## src/rtl/osms_pkg.sv

```systemverilog
package osms_pkg;
  localparam int unsigned MSG_W = 7;

  typedef logic signed [MSG_W-1:0] msg_t;
  typedef logic [MSG_W-1:0]        mag_t;

  localparam msg_t MSG_MAX = {1'b0, {(MSG_W-1){1'b1}}};
  localparam msg_t MSG_MIN = {1'b1, {(MSG_W-1){1'b0}}};
  localparam mag_t MAG_CAP = {1'b0, {(MSG_W-1){1'b1}}};
  localparam mag_t MAG_INF = '1;

  function automatic msg_t sat_add(msg_t a, msg_t b);
    logic signed [MSG_W:0] s;
    s = {a[MSG_W-1], a} + {b[MSG_W-1], b};
    if (s[MSG_W] != s[MSG_W-1]) return s[MSG_W] ? MSG_MIN : MSG_MAX;
    return s[MSG_W-1:0];
  endfunction

  function automatic msg_t sat_sub(msg_t a, msg_t b);
    logic signed [MSG_W:0] s;
    s = {a[MSG_W-1], a} - {b[MSG_W-1], b};
    if (s[MSG_W] != s[MSG_W-1]) return s[MSG_W] ? MSG_MIN : MSG_MAX;
    return s[MSG_W-1:0];
  endfunction

  // two's complement -> capped magnitude
  function automatic mag_t to_mag(msg_t v);
    mag_t m;
    m = v[MSG_W-1] ? mag_t'(~v + 1'b1) : mag_t'(v);
    return (m > MAG_CAP) ? MAG_CAP : m;
  endfunction

  // sign-magnitude -> two's complement, magnitude assumed <= MAG_CAP
  function automatic msg_t to_msg(logic sgn, mag_t m);
    return sgn ? msg_t'(~m + 1'b1) : msg_t'(m);
  endfunction

  function automatic mag_t offset_fix(mag_t m, mag_t off);
    mag_t r;
    r = (m > off) ? mag_t'(m - off) : '0;
    return (r > MAG_CAP) ? MAG_CAP : r;
  endfunction
endpackage

```

## src/rtl/osms_read.sv

```systemverilog
module osms_read
  import osms_pkg::*;
(
  input  logic clk_i,
  input  logic rst_ni,
  input  logic vld_i,
  input  logic l1_i,
  input  logic last_i,
  input  msg_t app0_i,
  input  msg_t app1_i,
  input  msg_t chk0_i,
  input  msg_t chk1_i,
  output logic q_vld_o,
  output logic q_l1_o,
  output logic q_last_o,
  output msg_t q0_o,
  output msg_t q1_o
);
  always_ff @(posedge clk_i or negedge rst_ni) begin
    if (!rst_ni) begin
      q_vld_o  <= 1'b0;
      q_l1_o   <= 1'b0;
      q_last_o <= 1'b0;
      q0_o     <= '0;
      q1_o     <= '0;
    end else begin
      q_vld_o  <= vld_i;
      q_l1_o   <= vld_i & l1_i;
      q_last_o <= vld_i & last_i;
      q0_o     <= vld_i ? sat_sub(app0_i, chk0_i) : '0;
      q1_o     <= (vld_i && l1_i) ? sat_sub(app1_i, chk1_i) : '0;
    end
  end

  AST_NO_WRAP: assert property (@(posedge clk_i) disable iff (!rst_ni)
    (vld_i && !app0_i[MSG_W-1] && chk0_i[MSG_W-1]) |=> !q0_o[MSG_W-1]);
endmodule

```

## src/rtl/osms_track.sv

```systemverilog
module osms_track
  import osms_pkg::*;
#(
  parameter int unsigned MAX_BEATS = 8,
  parameter int unsigned OFFSET    = 1,
  localparam int unsigned POS = 2 * MAX_BEATS,
  localparam int unsigned IW  = $clog2(POS),
  localparam int unsigned AW  = $clog2(MAX_BEATS),
  localparam int unsigned CW  = $clog2(MAX_BEATS + 1)
) (
  input  logic           clk_i,
  input  logic           rst_ni,
  input  logic           q_vld_i,
  input  logic           q_l1_i,
  input  logic           q_last_i,
  input  msg_t           q0_i,
  input  msg_t           q1_i,
  input  logic           rd_bank_i,
  input  logic [AW-1:0]  rd_addr_i,
  output msg_t           rd_q0_o,
  output msg_t           rd_q1_o,
  output logic           rd_l1_o,
  output logic           done_o,
  output mag_t           done_min_o,
  output mag_t           done_min2_o,
  output logic [IW-1:0]  done_idx_o,
  output logic           done_sgn_o,
  output logic [POS-1:0] done_signs_o,
  output logic [CW-1:0]  done_beats_o,
  output logic           done_bank_o
);
  logic           bank_q;
  logic [CW-1:0]  cnt_q;
  mag_t           run_min_q, run_min2_q;
  logic [IW-1:0]  run_idx_q;
  logic           run_sgn_q;
  logic [POS-1:0] run_signs_q;

  msg_t buf0_q [2][MAX_BEATS];
  msg_t buf1_q [2][MAX_BEATS];
  logic bufl1_q[2][MAX_BEATS];

  logic           first;
  mag_t           base_min, base_min2, m0, m1, bmin, bmin2, nmin, nmin2;
  logic [IW-1:0]  base_idx, idx0, idx1, bidx, nidx;
  logic           base_sgn, s0, s1;
  logic [POS-1:0] base_signs, nsigns;

  always_comb begin
    first      = (cnt_q == '0);
    base_min   = first ? MAG_INF : run_min_q;
    base_min2  = first ? MAG_INF : run_min2_q;
    base_idx   = first ? '0 : run_idx_q;
    base_sgn   = first ? 1'b0 : run_sgn_q;
    base_signs = first ? '0 : run_signs_q;

    idx0 = IW'({cnt_q[AW-1:0], 1'b0});
    idx1 = IW'({cnt_q[AW-1:0], 1'b1});
    m0   = to_mag(q0_i);
    s0   = q0_i[MSG_W-1];
    // disabled lane never wins and contributes no sign
    m1   = q_l1_i ? to_mag(q1_i) : MAG_INF;
    s1   = q_l1_i & q1_i[MSG_W-1];

    if (m1 < m0) begin
      bmin = m1; bidx = idx1; bmin2 = m0;
    end else begin
      bmin = m0; bidx = idx0; bmin2 = m1;
    end

    if (bmin < base_min) begin
      nmin  = bmin;
      nidx  = bidx;
      nmin2 = (base_min < bmin2) ? base_min : bmin2;
    end else begin
      nmin  = base_min;
      nidx  = base_idx;
      nmin2 = (bmin < base_min2) ? bmin : base_min2;
    end

    nsigns = base_signs | (POS'(s0) << idx0) | (POS'(s1) << idx1);
  end

  always_ff @(posedge clk_i or negedge rst_ni) begin
    if (!rst_ni) begin
      bank_q      <= 1'b0;
      cnt_q       <= '0;
      run_min_q   <= MAG_INF;
      run_min2_q  <= MAG_INF;
      run_idx_q   <= '0;
      run_sgn_q   <= 1'b0;
      run_signs_q <= '0;
    end else if (q_vld_i) begin
      run_min_q   <= nmin;
      run_min2_q  <= nmin2;
      run_idx_q   <= nidx;
      run_sgn_q   <= base_sgn ^ s0 ^ s1;
      run_signs_q <= nsigns;
      if (q_last_i) begin
        cnt_q  <= '0;
        bank_q <= ~bank_q;
      end else begin
        cnt_q  <= cnt_q + CW'(1);
      end
    end
  end

  always_ff @(posedge clk_i) begin
    if (q_vld_i) begin
      buf0_q[bank_q][cnt_q[AW-1:0]]  <= q0_i;
      buf1_q[bank_q][cnt_q[AW-1:0]]  <= q1_i;
      bufl1_q[bank_q][cnt_q[AW-1:0]] <= q_l1_i;
    end
  end

  assign rd_q0_o      = buf0_q[rd_bank_i][rd_addr_i];
  assign rd_q1_o      = buf1_q[rd_bank_i][rd_addr_i];
  assign rd_l1_o      = bufl1_q[rd_bank_i][rd_addr_i];

  assign done_o       = q_vld_i & q_last_i;
  assign done_min_o   = offset_fix(nmin,  mag_t'(OFFSET));
  assign done_min2_o  = offset_fix(nmin2, mag_t'(OFFSET));
  assign done_idx_o   = nidx;
  assign done_sgn_o   = base_sgn ^ s0 ^ s1;
  assign done_signs_o = nsigns;
  assign done_beats_o = cnt_q + CW'(1);
  assign done_bank_o  = bank_q;

  AST_BEAT_LIMIT: assert property (@(posedge clk_i) disable iff (!rst_ni)
    (q_vld_i && !q_last_i) |-> (cnt_q < CW'(MAX_BEATS - 1)));
endmodule

```

## src/rtl/osms_write.sv

```systemverilog
module osms_write
  import osms_pkg::*;
#(
  parameter int unsigned MAX_BEATS = 8,
  localparam int unsigned POS = 2 * MAX_BEATS,
  localparam int unsigned IW  = $clog2(POS),
  localparam int unsigned AW  = $clog2(MAX_BEATS),
  localparam int unsigned CW  = $clog2(MAX_BEATS + 1)
) (
  input  logic           clk_i,
  input  logic           rst_ni,
  input  logic           done_i,
  input  mag_t           done_min_i,
  input  mag_t           done_min2_i,
  input  logic [IW-1:0]  done_idx_i,
  input  logic           done_sgn_i,
  input  logic [POS-1:0] done_signs_i,
  input  logic [CW-1:0]  done_beats_i,
  input  logic           done_bank_i,
  output logic           rd_bank_o,
  output logic [AW-1:0]  rd_addr_o,
  input  msg_t           rd_q0_i,
  input  msg_t           rd_q1_i,
  input  logic           rd_l1_i,
  output logic           out_vld_o,
  output logic           out_l1_o,
  output logic           out_last_o,
  output msg_t           app0_o,
  output msg_t           app1_o,
  output logic           rec_vld_o,
  output mag_t           rec_min_o,
  output mag_t           rec_min2_o,
  output logic [IW-1:0]  rec_idx_o,
  output logic           rec_sgn_o,
  output logic [POS-1:0] rec_signs_o
);
  logic          busy_q, bank_q, fin;
  logic [AW-1:0] ptr_q;
  logic [CW-1:0] beats_q;
  logic [IW-1:0] p0, p1;
  mag_t          mg0, mg1;
  msg_t          a0, a1;

  always_comb begin
    fin = busy_q && (CW'(ptr_q) == beats_q - CW'(1));
    p0  = IW'({ptr_q, 1'b0});
    p1  = IW'({ptr_q, 1'b1});
    mg0 = (p0 == rec_idx_o) ? rec_min2_o : rec_min_o;
    mg1 = (p1 == rec_idx_o) ? rec_min2_o : rec_min_o;
    a0  = sat_add(rd_q0_i, to_msg(rec_sgn_o ^ rec_signs_o[p0], mg0));
    a1  = sat_add(rd_q1_i, to_msg(rec_sgn_o ^ rec_signs_o[p1], mg1));
  end

  always_ff @(posedge clk_i or negedge rst_ni) begin
    if (!rst_ni) begin
      busy_q      <= 1'b0;
      bank_q      <= 1'b0;
      ptr_q       <= '0;
      beats_q     <= '0;
      rec_vld_o   <= 1'b0;
      rec_min_o   <= '0;
      rec_min2_o  <= '0;
      rec_idx_o   <= '0;
      rec_sgn_o   <= 1'b0;
      rec_signs_o <= '0;
    end else begin
      rec_vld_o <= done_i;
      if (done_i) begin
        busy_q      <= 1'b1;
        bank_q      <= done_bank_i;
        ptr_q       <= '0;
        beats_q     <= done_beats_i;
        rec_min_o   <= done_min_i;
        rec_min2_o  <= done_min2_i;
        rec_idx_o   <= done_idx_i;
        rec_sgn_o   <= done_sgn_i;
        rec_signs_o <= done_signs_i;
      end else if (busy_q) begin
        ptr_q <= ptr_q + AW'(1);
        if (fin) busy_q <= 1'b0;
      end
    end
  end

  always_ff @(posedge clk_i or negedge rst_ni) begin
    if (!rst_ni) begin
      out_vld_o  <= 1'b0;
      out_l1_o   <= 1'b0;
      out_last_o <= 1'b0;
      app0_o     <= '0;
      app1_o     <= '0;
    end else begin
      out_vld_o  <= busy_q;
      out_l1_o   <= busy_q & rd_l1_i;
      out_last_o <= fin;
      app0_o     <= busy_q ? a0 : '0;
      app1_o     <= (busy_q && rd_l1_i) ? a1 : '0;
    end
  end

  assign rd_bank_o = bank_q;
  assign rd_addr_o = ptr_q;

  AST_ROW_OVERLAP: assert property (@(posedge clk_i) disable iff (!rst_ni)
    done_i |-> (!busy_q || fin));
  AST_MIN_ORDER: assert property (@(posedge clk_i) disable iff (!rst_ni)
    rec_vld_o |-> (rec_min_o <= rec_min2_o));
  AST_IDX_RANGE: assert property (@(posedge clk_i) disable iff (!rst_ni)
    rec_vld_o |-> (int'(rec_idx_o) < 2 * int'(beats_q)));
  AST_REPLAY_START: assert property (@(posedge clk_i) disable iff (!rst_ni)
    rec_vld_o |=> out_vld_o);
endmodule

```

## src/rtl/osms_row_unit.sv

```systemverilog
module osms_row_unit
  import osms_pkg::*;
#(
  parameter int unsigned MAX_BEATS = 8,
  parameter int unsigned OFFSET    = 1,
  localparam int unsigned POS = 2 * MAX_BEATS,
  localparam int unsigned IW  = $clog2(POS),
  localparam int unsigned AW  = $clog2(MAX_BEATS),
  localparam int unsigned CW  = $clog2(MAX_BEATS + 1)
) (
  input  logic                    clk_i,
  input  logic                    rst_ni,
  input  logic                    in_vld_i,
  input  logic                    in_l1_i,
  input  logic                    in_last_i,
  input  logic signed [MSG_W-1:0] app0_i,
  input  logic signed [MSG_W-1:0] app1_i,
  input  logic signed [MSG_W-1:0] chk0_i,
  input  logic signed [MSG_W-1:0] chk1_i,
  output logic                    out_vld_o,
  output logic                    out_l1_o,
  output logic                    out_last_o,
  output logic signed [MSG_W-1:0] app0_o,
  output logic signed [MSG_W-1:0] app1_o,
  output logic                    rec_vld_o,
  output logic [MSG_W-1:0]        rec_min_o,
  output logic [MSG_W-1:0]        rec_min2_o,
  output logic [IW-1:0]           rec_idx_o,
  output logic                    rec_sgn_o,
  output logic [POS-1:0]          rec_signs_o
);
  logic           q_vld, q_l1, q_last;
  msg_t           q0, q1;
  logic           rd_bank, rd_l1;
  logic [AW-1:0]  rd_addr;
  msg_t           rd_q0, rd_q1;
  logic           done, done_sgn, done_bank;
  mag_t           done_min, done_min2;
  logic [IW-1:0]  done_idx;
  logic [POS-1:0] done_signs;
  logic [CW-1:0]  done_beats;

  osms_read u_read (
    .clk_i, .rst_ni,
    .vld_i(in_vld_i), .l1_i(in_l1_i), .last_i(in_last_i),
    .app0_i, .app1_i, .chk0_i, .chk1_i,
    .q_vld_o(q_vld), .q_l1_o(q_l1), .q_last_o(q_last),
    .q0_o(q0), .q1_o(q1)
  );

  osms_track #(.MAX_BEATS(MAX_BEATS), .OFFSET(OFFSET)) u_track (
    .clk_i, .rst_ni,
    .q_vld_i(q_vld), .q_l1_i(q_l1), .q_last_i(q_last),
    .q0_i(q0), .q1_i(q1),
    .rd_bank_i(rd_bank), .rd_addr_i(rd_addr),
    .rd_q0_o(rd_q0), .rd_q1_o(rd_q1), .rd_l1_o(rd_l1),
    .done_o(done), .done_min_o(done_min), .done_min2_o(done_min2),
    .done_idx_o(done_idx), .done_sgn_o(done_sgn),
    .done_signs_o(done_signs), .done_beats_o(done_beats),
    .done_bank_o(done_bank)
  );

  osms_write #(.MAX_BEATS(MAX_BEATS)) u_write (
    .clk_i, .rst_ni,
    .done_i(done), .done_min_i(done_min), .done_min2_i(done_min2),
    .done_idx_i(done_idx), .done_sgn_i(done_sgn),
    .done_signs_i(done_signs), .done_beats_i(done_beats),
    .done_bank_i(done_bank),
    .rd_bank_o(rd_bank), .rd_addr_o(rd_addr),
    .rd_q0_i(rd_q0), .rd_q1_i(rd_q1), .rd_l1_i(rd_l1),
    .out_vld_o, .out_l1_o, .out_last_o, .app0_o, .app1_o,
    .rec_vld_o, .rec_min_o, .rec_min2_o, .rec_idx_o, .rec_sgn_o,
    .rec_signs_o
  );
endmodule

```

## config.mk

```make
export PLATFORM = sky130hd
export DESIGN_NAME = osms_row_unit
export DESIGN_NICKNAME = d
export VERILOG_FILES = /design/src/rtl/osms_pkg.sv /design/src/rtl/osms_read.sv /design/src/rtl/osms_track.sv /design/src/rtl/osms_write.sv /design/src/rtl/osms_row_unit.sv
export SDC_FILE = /design/constraint.sdc
export NUM_CORES = 1
export LEC_CHECK = 0
export CORE_MARGIN = 2
export CORE_UTILIZATION = 48
export DETAILED_ROUTE_END_ITERATION = 10
export DONT_BUFFER_PORTS = 1
export SLEW_MARGIN = 20
export SYNTH_ARGS = -nofsm -noshare
export SYNTH_HDL_FRONTEND = slang
export SYNTH_SLANG_ARGS = --single-unit
```

## constraint.sdc

```tcl
create_clock -name clk_i -period 7.1 [get_ports clk_i]
set_input_delay 0.71 -clock clk_i [delete_from_list [all_inputs] [get_ports clk_i]]
set_output_delay 0.71 -clock clk_i [all_outputs]
set_load 0.005 [all_outputs]
```

==> results by group, run 1 <==
Cells and area
  – Final #Nets: 1408
  – FILL cells: 2948
  – Diodes inserted: 0
  – Share of cells above drive strength 1: 18.13%
  – Most frequent cells in the layout: edfxtp_1 (240), nor2_1 (116), nand2_1 (102)
  – Commonest non-fill, non-tap cell in the layout: edfxtp_1
  – Layout area overhead: 11.40%

GRT
  – Antenna violations before repair: 0
  – Grt met2 use: 36.05%
  – Largest net degree at the start of global routing: 106
  – Number of global-route vias before repair: 10360
  – First-pass GRT wire length: 63.37 mm
  – M1 GR Usage: 32.13%
  – Global route overflow: 0
  – GR peak layer: met2
  – GRT Overall Usage: 22.31%
  – Met3 global-route usage: 2.863%

Clocking
  – H-tree levels: 2
  – Clock sinks: 359
  – Worst-skew pair later-pin latency: 0.54 ns
  – Root buf cell: clkbuf_16
  – Clock-pin slew on the worst setup and hold paths: 0.06 ns
  – CTS buffer count: 38
  – CTS tree: yes
  – Max Root-Sink Buffers: 3

Floorplanning
  – Die area: 0.03776 mm^2
  – Initial core utilization: 48.77%
  – Vert. Die Dim: 194.3 um
  – Ports: 86
  – Row cnt: 69
  – Core area: 0.03566 mm^2
  – Die W: 194.3 um

Worst setup path
  – Critical Path AT: 6.94 ns
  – Setup Crit Path Kind: reg2reg
  – Crit-path max FO: 18
  – Crit path launch type: flip-flop
  – CP endpoint kind: flip-flop
  – Req. time, crit path: 7.50 ns

Synthesis
  – Yosys warnings: 0
  – Asr flop ratio synth: 33.15%
  – Synth area leader: edfxtp_1
  – Syn_nets: 1383
  – Synth Cell Area: 0.01739 mm^2
  – Top post-synthesis cells by area: edfxtp_1 (41%), dfrtp_1 (15%), mux4_2 (10%)
  – Post-synthesis sequential area ratio: 58.67%
  – Synth cell types: 87
  – Mean Syn Cell Area: 13.52 um^2
  – Yosys top cell area share: 41.45%
  – EDFF count, synth: 240
  – Synth Flop Type: edfxtp_1
  – Syn Inst Count: 1286
  – Seq cells post-synth: 359

Power
  – VDD IR-drop max: 0.0002239 V
  – Pleak: 7.351 nW
  – Pwr dens: 476.2 mW/mm^2

Route
  – Vias/cell: 5.909
  – Detailed Route Iter0 Violations: 843
  – Post-route DRC: 8
  – WL per Instance: 23.17 um
  – Via count: 10640
  – ANT nets after route: 0
  – DR pass1 iterations: 8
  – Drt total wl: 41.74 mm

Outcome
  – Failing checks: DRC
  – Outcome: complete, but fails checks

STA
  – Max-slew headroom: 33.12%
  – Final worst slack: 0.5568 ns
  – Shortest period the worst path allows: 6.543 ns
  – Slew Viols, Final: 0
  – Fin. Hold Viols: 0
  – Clock Skew: 0.01991 ns
  – Tcrit/Tclk final: 92.16%
  – RSZ-0062 raised after global routing: false
  – Measured slew at the worst slew-check pin: 1.002 ns
  – Max Fclk: 152.8 MHz
  – Final setup fails: 0
  – Post-route setup TNS: 0 ns

Place
  – Hpwl dp: 26.84 mm
  – DP Worst Slack: 0.3687 ns
  – Port Buffers: 0
  – RePlAce Congestion: 0.8784

Job
  – MaxCap Viol Count: 0

Min path
  – HP Class: in2async
-- final cells by class --
class | count | area [um^2] | area share (%)
timing repair buffer | 35 | 285.3 | 1.473
multi-input combinational | 809 | 6739 | 34.79
sequential | 359 | 10210 | 52.71
clock buffer | 55 | 1107 | 5.717
tap | 461 | 576.8 | 2.978
inverter | 68 | 257.7 | 1.331
clock inverter | 14 | 193.9 | 1.001
-- report_power, final --
part	leakage (nW)	internal [mW]	switching, mW
Combinational	3.02	1.77	2.46
Sequential	3.70	2.60	0.353
Clock	0.638	1.24	0.795
Total	7.35	5.61	3.61
-- routing by layer --
| metal | share of wire, % | vias to the layer above |
|---|---|---|
| met5 | 0 | - |
| met4 | 2.3 | 0 |
| met2 | 47 | 314 |
| met1 | 46 | 5383 |
| li1 | - | 4879 |
| met3 | 4.6 | 67 |
-- final timing paths --
| kind | start | to | slack (ns) | cells after the start |
|---|---|---|---|---|
| worst max-delay path | u_read.q0_o[1] | u_write.rec_min_o[2] | 0.56 | 26 |
| worst min-delay path | rst_ni | u_track.run_min2_q[4] | 0.03 | 0 |
| worst max register to register | u_read.q0_o[1] | u_write.rec_min_o[2] | 0.56 | 26 |
| worst min register to register | u_track.run_min_q[4] | u_track.run_min_q[4] | 0.47 | 2 |
| max in group asynchronous | rst_ni | u_track.run_min2_q[6] | 6.31 | 1 |
| min in group clk_i | in_vld_i | u_read.q_vld_o | 0.20 | 0 |
-- flip-flops by register name, summed over array words and instances, names as in the netlist, 3 cells and up --
register and cells:
u_track.buf0_q 112, u_track.buf1_q 112, u_track.bufl1_q 16, u_track.run_signs_q 16, u_write.rec_signs_o 16, u_read.q0_o 7
u_read.q1_o 7, u_track.run_min2_q 7, u_track.run_min_q 7, u_write.app0_o 7, u_write.app1_o 7, u_write.rec_min2_o 7
u_write.rec_min_o 7, u_track.cnt_q 4, u_track.run_idx_q 4, u_write.beats_q 4, u_write.rec_idx_o 4, u_write.rd_addr_o 3
-- per-stage QoR --
step	hold WS, ns	area [um^2]	power (mW)	utilization (%)	std cells
6_report	0.02882	19370	9.223	54.33	1801
5_1_grt	0.007774	19370	9.797	54.33	1801
4_1_cts	0.005978	19350	9.261	54.27	1801
3_5_place_dp	0.4176	18010	7.196	50.51	1730
3_3_place_gp	0.4177	18010	7.123	50.51	1730
2_1_floorplan	0.3519	17390	6.030	-	1286
-- worst max-delay path: stages (launching register included) --
cell,delay [ns]
dfrtp_1,0.58
inv_1,0.17
ha_1,0.20
nor3b_1,0.31
nand3_1,0.22
nand3_1,0.13
o21a_1,0.20
inv_1,0.06
ha_1,0.30
o21ai_0,0.22
o21bai_1,0.15
a31oi_1,0.18
buf_4,0.25
mux2_2,0.43
ha_1,0.34
a21oi_1,0.13
nor2b_1,0.05
o21ai_0,0.14
nand2b_1,0.13
a211oi_2,0.37
o2bb2ai_1,0.25
a31o_4,0.29
mux2i_2,0.39
ha_1,0.20
a21oi_1,0.05
o31ai_2,0.48
o21ai_0,0.16
-- timing repair --
action,CTS,global route
hold buffers,2,0
endpoints found under the hold margin,105,0
resized for setup,0,5
buffers inserted,0,0
endpoints found under the setup margin,0,12
-- synth_stat cells, types with 6 or more instances --
cell and instances:
edfxtp_1 240, nor2_1 116, dfrtp_1 105, nand2_1 102, mux4_2 79, a21oi_1 67, inv_1 66, o21ai_0 63
ha_1 60, mux2i_1 37, clkbuf_1 32, xnor2_1 27, xor2_1 23, a21o_1 15, dfstp_2 14, nor3_1 14
mux2_2 13, a221oi_1 12, nand3_1 12, buf_1 11, a32oi_1 10, nor2b_1 10, and2_1 9, or2_2 9
nand2b_1 8, a211oi_1 7, a31oi_1 7, nand4_1 7, o21ai_1 7, o31ai_1 7, a21boi_0 6
-- cells by family (layout without fill, tap and decap cells) --
| family | count (synthesis) | count (layout) | synth area share, % |
|---|---|---|---|
| flops | 359 | 359 | 58.67 |
| simple gates | 313 | 313 | 8.203 |
| mux | 130 | 130 | 13.33 |
| compound gates | 248 | 248 | 9.549 |
| other cells | 1 | 1 | 0.02157 |
| buf+inv | 118 | 172 | 2.734 |
| fa+ha+maj | 67 | 67 | 4.965 |
| xor+xnor | 50 | 50 | 2.519 |
No activity file was read; power rests on OpenSTA's default activity.
==> run 2, diff against run 1 <==
Settings changed: PLACE_DENSITY set to 0.66.
==> results by group, run 2 (synthesis results as in run 1) <==
Place
  – RePlAce Congestion: 0.9286 (+5.7%)
  – Port Buffers: 0 (unchanged)
  – Hpwl dp: 26.81 mm (about the same)
  – DP Worst Slack: 0.2955 ns (-0.07317 ns)
  – Placed Area: 0.01802 mm^2 (about the same)

Worst setup path
  – Worst path slowest cell: dfrtp_1
  – CP most frequent cell: ha_1
  – Reg-to-reg endpoint: u_write.rec_min2_o[4]
  – CP Launch Point: u_read.q1_o[0]
  – Worst reg2reg path startpoint: u_read.q1_o[0]
  – CP endpoint kind: flip-flop
  – CP top delay family: compound AO/OA/AOI/OAI gates
  – CP peak stage delay: 0.56 ns (-0.02 ns)
  – Reg2Reg Depth: 26 (unchanged)
  – Critical path buffers and inverters: 2 (-1)
  – Req. time, crit path: 7.51 ns (about the same)
  – Setup Crit Path Kind: reg2reg
  – Critical Path AT: 6.90 ns (-0.04 ns)
  – Reg-to-reg slack, setup: 0.61 ns (+0.05 ns)
  – Critical path depth: 26 (unchanged)
  – Crit path launch type: flip-flop
  – Crit-path max FO: 19 (+1)

GRT
  – Largest net degree at the start of global routing: 106 (unchanged)
  – First-pass GRT wire length: 63.06 mm (-0.49%)
  – GRT Overall Usage: 22.02% (-0.30 points)
  – Antenna violations before repair: 0 (unchanged)
  – Global route overflow: 0 (unchanged)
  – Number of global-route vias before repair: 10380 (+0.18%)

Cells and area
  – Most frequent cells in the layout: edfxtp_1 (240), nor2_1 (116), dfrtp_1 (103)
  – Finished Cell Area: 0.01928 mm^2 (-0.48%)
  – Diodes inserted: 0 (unchanged)
  – Utilization of the core after routing: 54.07% (-0.26 points)
  – Commonest non-fill, non-tap cell in the layout: edfxtp_1
  – Layout area overhead: 10.87%
  – Share of cells above drive strength 1: 18.15% (about the same)
  – Final #Nets: 1407 (-0.071%)

STA
  – WHS: 0.02777 ns (-0.001054 ns)
  – Max Fclk: 154.1 MHz (+0.82%)
  – Slew Viols, Final: 0 (unchanged)
  – RSZ-0062 raised after global routing: false
  – Max-slew headroom: 21.84% (-11 points)
  – Post-route setup TNS: 0 ns (unchanged)
  – Final worst slack: 0.6100 ns (+0.05324 ns)
  – Fin. Hold Viols: 0 (unchanged)
  – Tcrit/Tclk final: 91.41% (-0.75 points)
  – Final setup fails: 0 (unchanged)
  – Shortest period the worst path allows: 6.490 ns (-0.05324 ns)
  – Measured slew at the worst slew-check pin: 1.168 ns (+0.1660 ns)
  – Clock Skew: 0.02018 ns (+0.0002773 ns)

Power
  – Int Pwr: 5.486 mW (-2.2%)
  – Clock Power Share: 21.0% (-1.0 points)
  – Pleak: 7.304 nW (-0.64%)
  – VDD IR-drop max: 0.0003086 V (+38%)
  – Sequential Power Share: 32.4% (+0.4 points)
  – Sw Share: 39.83% (+0.67 points)
  – Pwr dens: 473.0 mW/mm^2 (-0.66%)
  – Gate power share: 46.6% (+0.6 points)
  – Switching power: 3.632 mW (+0.56%)

Job
  – MaxCap Viol Count: 0 (unchanged)

Floorplanning
  – Row cnt: 69 (unchanged)
  – Die area: 0.03776 mm^2 (unchanged)
  – Ports: 86 (unchanged)
  – Vert. Die Dim: 194.3 um (unchanged)
  – Core area: 0.03566 mm^2 (unchanged)
  – Initial core utilization: 48.77% (unchanged)
  – Die W: 194.3 um (unchanged)

Route
  – WL per Instance: 22.83 um (-1.5%)
  – Via count: 10710 (+0.58%)
  – ANT nets after route: 0 (unchanged)
  – DR pass1 iterations: 8 (unchanged)
  – Drt total wl: 41.09 mm (-1.6%)
  – Post-route DRC: 8 (unchanged)
  – Detailed Route Iter0 Violations: 1082 (+28%)
  – Vias/cell: 5.947 (+0.64%)

Clocking
  – H-tree levels: 2 (unchanged)
  – Root buf cell: clkbuf_16
  – Clock sinks: 359 (unchanged)
  – Worst-skew pair later-pin latency: 0.53 ns (about the same)
  – Clock-pin slew on the worst setup and hold paths: 0.06 ns (about the same)
  – CTS buffer count: 37 (-2.6%)
  – CTS tree: yes
  – Max Root-Sink Buffers: 3 (unchanged)

Min path
  – HP Class: in2async

Outcome
  – Outcome: complete, but fails checks
  – Failing checks: DRC
[run 2: layout make-up]
class | count | area (um^2)
Fill cell | 2916 | 16380
Sequential cell | 359 | 10210
Clock buffer | 46 | 980.9
Timing Repair Buffer | 35 | 282.8
Clock inverter | 22 | 219.0
Multi-Input combinational cell | 809 | 6753
Inverter | 68 | 257.7
Tap cell | 461 | 576.8
[run 2: power by group through the flow]
stage          Combinational [mW]  Clock (mW)  Sequential [mW]
2_1_floorplan                3.23           0             2.80
3_3_place_gp                 4.09           0             2.99
3_5_place_dp                 4.17           0             3.00
4_1_cts                      4.22        1.95             2.96
5_1_grt                      4.70        2.03             3.00
6_report                     4.25        1.92             2.96
[run 2: metrics by stage]
| stage | std cells | power (mW) |
|---|---|---|
| global placement | 1731 | 7.079 |
| finish | 1800 | 9.118 |
| global route | 1800 | 9.737 |
| detailed placement | 1731 | 7.175 |
| CTS | 1800 | 9.123 |
| floorplan | 1286 | 6.030 |
[run 2: timing repair]
item | 4_1_cts | 5_1_grt
hold endpoints to repair | 105 | 0
hold buffers | 1 | 0
setup buffers | 0 | 0
setup endpoints to repair | 0 | 12
resized for setup | 0 | 5
[run 2: layer usage]
| layer | global-route usage [%] | up-vias | share of wire, % |
|---|---|---|---|
| met5 | 0 | - | 0 |
| met4 | 6.524 | 0 | 2.6 |
| met3 | 2.898 | 61 | 6.2 |
| met2 | 35.24 | 374 | 47 |
| met1 | 31.77 | 5401 | 45 |
| li1 | - | 4869 | - |
[run 2: how the worst max path moves through the flow]
stage                                       end  slack [ns]
after CTS                  u_write.rec_min_o[2]        0.25
after detailed placement   u_write.rec_min_o[2]        0.30
final                     u_write.rec_min2_o[4]        0.61
after global placement     u_write.rec_min_o[2]        0.57
after floorplan            u_write.rec_min_o[5]        1.04
after global routing       u_write.rec_min_o[1]        0.08
